File: src/rtl/tx_frame_reader.sv
module tx_frame_reader #(
  parameter int TX_SLOTS   = 2,
  parameter int RX_SLOTS   = 2,
  parameter int SLOT_BYTES = 2048,
  parameter int MEM_AW     = $clog2((TX_SLOTS + RX_SLOTS) * SLOT_BYTES)
) (
  input  logic              clk,
  input  logic              rst_n,
  input  logic              reg_we,
  input  logic [7:0]        reg_addr,
  input  logic [31:0]       reg_wdata,
  output logic [31:0]       reg_rdata,
  output logic              mem_rd,
  output logic [MEM_AW-1:0] mem_addr,
  input  logic [7:0]        mem_rdata,
  output logic              tx_valid,
  output logic [7:0]        tx_data,
  output logic              tx_last,
  output logic              irq_pending
);
  localparam int LEN_W  = $clog2(SLOT_BYTES + 1);
  localparam int SLOT_W = (TX_SLOTS > 1) ? $clog2(TX_SLOTS) : 1;
  localparam logic [7:0] A_START = 8'h18, A_READY = 8'h1C, A_LEVEL = 8'h20,
                         A_SLOT  = 8'h24, A_LEN   = 8'h28, A_STAT  = 8'h2C,
                         A_PEND  = 8'h30, A_EN    = 8'h34;

  logic [31:0]       en_q, lvl_q, sts_q;
  logic [SLOT_W-1:0] slot_q, cur_slot;
  logic [LEN_W-1:0]  len_q, cur_len, off_q;
  logic              pend_q, busy_q, rd_v_q, rd_last_q;

  logic wr_start, launch, issue, finish;
  assign wr_start = reg_we && (reg_addr == A_START);
  assign launch   = wr_start && (en_q != 32'd0) && !busy_q;
  assign issue    = busy_q && (off_q != cur_len);
  assign finish   = busy_q && ((cur_len == '0) || rd_last_q);

  assign mem_rd   = issue;
  assign mem_addr = MEM_AW'(RX_SLOTS * SLOT_BYTES)
                  + MEM_AW'(cur_slot) * MEM_AW'(SLOT_BYTES)
                  + MEM_AW'(off_q);

  assign tx_valid    = rd_v_q;
  assign tx_last     = rd_last_q;
  assign tx_data     = mem_rdata;
  assign irq_pending = pend_q;

  always_ff @(posedge clk) begin
    if (!rst_n) begin
      en_q   <= '0;
      lvl_q  <= '0;
      sts_q  <= '0;
      slot_q <= '0;
      len_q  <= '0;
    end else if (reg_we) begin
      case (reg_addr)
        A_EN:    en_q   <= reg_wdata;
        A_LEVEL: lvl_q  <= reg_wdata;
        A_STAT:  sts_q  <= reg_wdata;
        A_SLOT:  slot_q <= SLOT_W'(reg_wdata % 32'(TX_SLOTS));
        A_LEN:   len_q  <= (reg_wdata > 32'(SLOT_BYTES)) ? LEN_W'(SLOT_BYTES)
                                                          : reg_wdata[LEN_W-1:0];
        default: ;
      endcase
    end
  end

  always_ff @(posedge clk) begin
    if (!rst_n) begin
      busy_q    <= 1'b0;
      cur_slot  <= '0;
      cur_len   <= '0;
      off_q     <= '0;
      rd_v_q    <= 1'b0;
      rd_last_q <= 1'b0;
    end else begin
      rd_v_q    <= issue;
      rd_last_q <= issue && (off_q == cur_len - LEN_W'(1));
      if (launch) begin
        busy_q   <= 1'b1;
        cur_slot <= slot_q;
        cur_len  <= len_q;
        off_q    <= '0;
      end else begin
        if (issue)  off_q  <= off_q + LEN_W'(1);
        if (finish) busy_q <= 1'b0;
      end
    end
  end

  always_ff @(posedge clk) begin
    if (!rst_n)                                   pend_q <= 1'b0;
    else if (finish && (en_q != 32'd0))           pend_q <= 1'b1;
    else if (reg_we && (reg_addr == A_PEND))      pend_q <= 1'b0;
  end

  always_comb begin
    case (reg_addr)
      A_READY: reg_rdata = {31'd0, !busy_q};
      A_LEVEL: reg_rdata = lvl_q;
      A_SLOT:  reg_rdata = 32'(slot_q);
      A_LEN:   reg_rdata = 32'(len_q);
      A_STAT:  reg_rdata = sts_q;
      A_PEND:  reg_rdata = {31'd0, pend_q};
      A_EN:    reg_rdata = en_q;
      default: reg_rdata = 32'd0;
    endcase
  end
endmodule


File: config.mk
export PLATFORM = sky130hd
export DESIGN_NAME = tx_frame_reader
export DESIGN_NICKNAME = d
export VERILOG_FILES = /design/src/rtl/tx_frame_reader.sv
export SDC_FILE = /design/constraint.sdc
export NUM_CORES = 1
export LEC_CHECK = 0
export CAP_MARGIN = 20
export CORE_MARGIN = 8
export CORE_UTILIZATION = 57
export CTS_CLUSTER_DIAMETER = 40
export DETAILED_ROUTE_END_ITERATION = 8
export DONT_BUFFER_PORTS = 1
export GPL_ROUTABILITY_DRIVEN = 0
export PLACE_DENSITY = 0.76
export SLEW_MARGIN = 20
export SYNTH_ARGS = -nofsm -noshare
export SYNTH_HDL_FRONTEND = slang
export SYNTH_SLANG_ARGS = --single-unit
File: constraint.sdc
create_clock -name clk -period 2.2 [get_ports clk]
set_input_delay 0.44 -clock clk [delete_from_list [all_inputs] [get_ports clk]]
set_output_delay 0.44 -clock clk [all_outputs]
set_load 0.005 [all_outputs]
==> run metrics <==
cell area after synthesis around 6500 um2; Async SR Flop Fraction 0%; peak supply drop 702.8 uV; Area after DPL 6681 um2; fin. max-slew vios 0; clk_lat worst skew ~0.42 ns; number of H-tree levels 4; final instance area 7362 um2; Total Die Area roughly 15000 um2; r2r worst-path depth 6; reg-to-reg slack, setup approximately 0.070 ns; ANT nets after route 0; reg-to-reg endpoint cur_len[6]; Post-synth top flop dfxtp_1; Hold Path Depth 2; fmax 0.4454 GHz; n_diodes 0; final hold violations 0; Final period util 102.1%; worst hold slack around 0.15 ns; Area Overhead vs Synth 13.24%; Seq cells post-synth 138; first-pass GRT wire length about 31 mm; hold_sp reg_wdata[6]; final-report setup violation count 1; crit end category output port; Setup Crit Path Kind reg2out; Routed WL slightly below 20 mm; worst slew pin tran just over 0.6 ns; via-per-instance ratio roughly 6.4; Non-Filler Instances between 900 and 1000; Core ar. between 10000 and 15000 um2; ratio of cells with drive above 1 in the final layout a little under an eighth; RSZ-0062 raised after global routing yes; die height roughly 120 um; Max-cap violations 0; failing checks negative setup slack; CTS root buffer clkbuf_16; Worst Clk Skew 0.009709 ns; Syn Area/Cell 7.730 um2; Hold Path Sink lvl_q[6]; I/O Pins 108; Max-slew headroom between 50% and 60%; initial cell density of the core approximately 58%; initial antenna violation count 0; DPL Wire Length between 10 and 15 mm; Total GRT Usage a little over a quarter; maximum buffer depth of the clock tree 2; Ys Warns 0; clock sink total roughly 140; Hold/Removal Path Class in2reg; most common cell after layout, fill and taps aside nand2_1; Worst setup SP type flop; status complete, but fails checks; largest net degree at the start of global routing approximately 130; # rows 39; Required @ worst endpoint between 1.5 and 2 ns; PnR worst setup slack -0.04511 ns; register area share after synthesis 42.49%; critical path peak fanout 2; Reg2Reg Launch Point en_q[23]; highest-count cells in the layout ignoring fill and taps 231 x nand2_1, 133 x dfxtp_1, 110 x a21oi_1; DR iter-0 viols slightly above 700; Pwr Density ~750 nW/um2; Cell variety after synth 61; # DRC 0; LEAKAGE roughly 2.7 nW; Avg WL per Cell around 20 um; IO Port Bufs 0; placed cells around 940; via count about 6200; Die Wd roughly 120 um; post-synthesis net count between 800 and 900; Num CTS Buffers 17; Tot Pwr 5.488 mW; vias in the first global route around 5900; TritonCTS clock tree built; fin nets 876; Min Clock Period, post-route ~2.2 ns; Cells after Synth approximately 840; CTS clk-pin slew, worst paths around 0.060 ns; data arrival time of the critical path 1.81 ns; number of flops mapped to enable cells by yosys 0; First-pass DRT Iterations 5; global route total overflow 0
## state kept, by name, indices dropped and copies added (netlist names)
register	cells
en_q	32
sts_q	32
tx_valid	1
busy_q	1
slot_q	1
irq_pending	1
lvl_q	32
cur_len	12
tx_last	1
off_q	12
cur_slot	1
len_q	12
## per-layer routing
| layer | GRT usage [%] | routed length (um) | share of wire, % |
|---|---|---|---|
| met5 | 0 | 0 | 0 |
| met4 | 15.00 | 861 | 4.4 |
| met3 | 7.084 | 1676 | 8.5 |
| met2 | 43.12 | 9700 | 49 |
| met1 | 29.83 | 7456 | 38 |
## cells by family after synthesis
logic type	Yosys count	synth area share, %
simple gates	379	26.14
compound gates	196	19.11
flops	138	42.49
buf+inv	91	6.698
xor+xnor	19	2.675
mux	15	2.309
fa+ha+maj	3	0.5774
## worst max-delay path by stage
stage	slack, ns	startpoint	to
2_1_floorplan	0.01	reg_addr[4]	reg_rdata[11]
3_3_place_gp	0.08	reg_addr[3]	reg_rdata[25]
3_5_place_dp	0.07	reg_addr[3]	reg_rdata[27]
4_1_cts	-0.14	off_q[5]	mem_rd
5_1_grt	-0.11	cur_len[5]	mem_rd
6_report	-0.05	off_q[5]	mem_rd
## layout make-up
type                       count  area, um2
clock buffer                  21      460.4
clock inverter                10      143.9
fill                         913       3910
inverter                       9      35.03
multi-input combinational    612       3354
sequential                   138       2771
tap                          143      178.9
timing repair buffer          44      417.9
## worst max-delay path, stage by stage (launching register included)
cell and delay (ns):
dfxtp_2 0.34, xor2_1 0.18, or4_4 0.55, o31ai_4 0.25, inv_2 0.07
## metrics by stage
stage	setup slack [ns]	TNS [ns]	utilization, %
finish	-0.04511	-0.04511	65.31
global route	-0.1098	-0.1098	65.31
CTS	-0.1350	-0.1350	64.96
detailed placement	0.06595	0	59.27
global placement	0.08421	0	59.27
floorplan	0.01184	0	-
## Yosys cell counts (8+ instances only)
cell / count / area share [%]
nand2_1: 231 / 13
dfxtp_1: 138 / 42
a21oi_1: 110 / 8.5
a22oi_1: 54 / 6.2
clkbuf_1: 47 / 2.7
nand3_1: 40 / 3.1
nor2_1: 37 / 2.1
buf_4: 19 / 2.2
nor4_1: 19 / 1.8
mux2i_1: 15 / 2.3
buf_2: 12 / 0.92
xor2_1: 10 / 1.3
nor3_1: 9 / 0.69
or3_1: 9 / 0.87
o21ai_1: 8 / 0.62
xnor2_1: 8 / 1.1
## timing repair
action                     CTS  global route
setup buffers                4             0
hold buffers                 0             0
setup endpoints to repair    1            18
resized for setup            4             7
hold endpoints to repair     0             0
pin swaps                    2             1
## report_power, final
group          internal, mW  switching, mW  total, mW
Sequential             2.50        0.00161       2.50
Clock                  1.84           1.07       2.91
Combinational        0.0224         0.0577     0.0801
Total                  4.36           1.13       5.49
(Power assumes the default switching activity.)
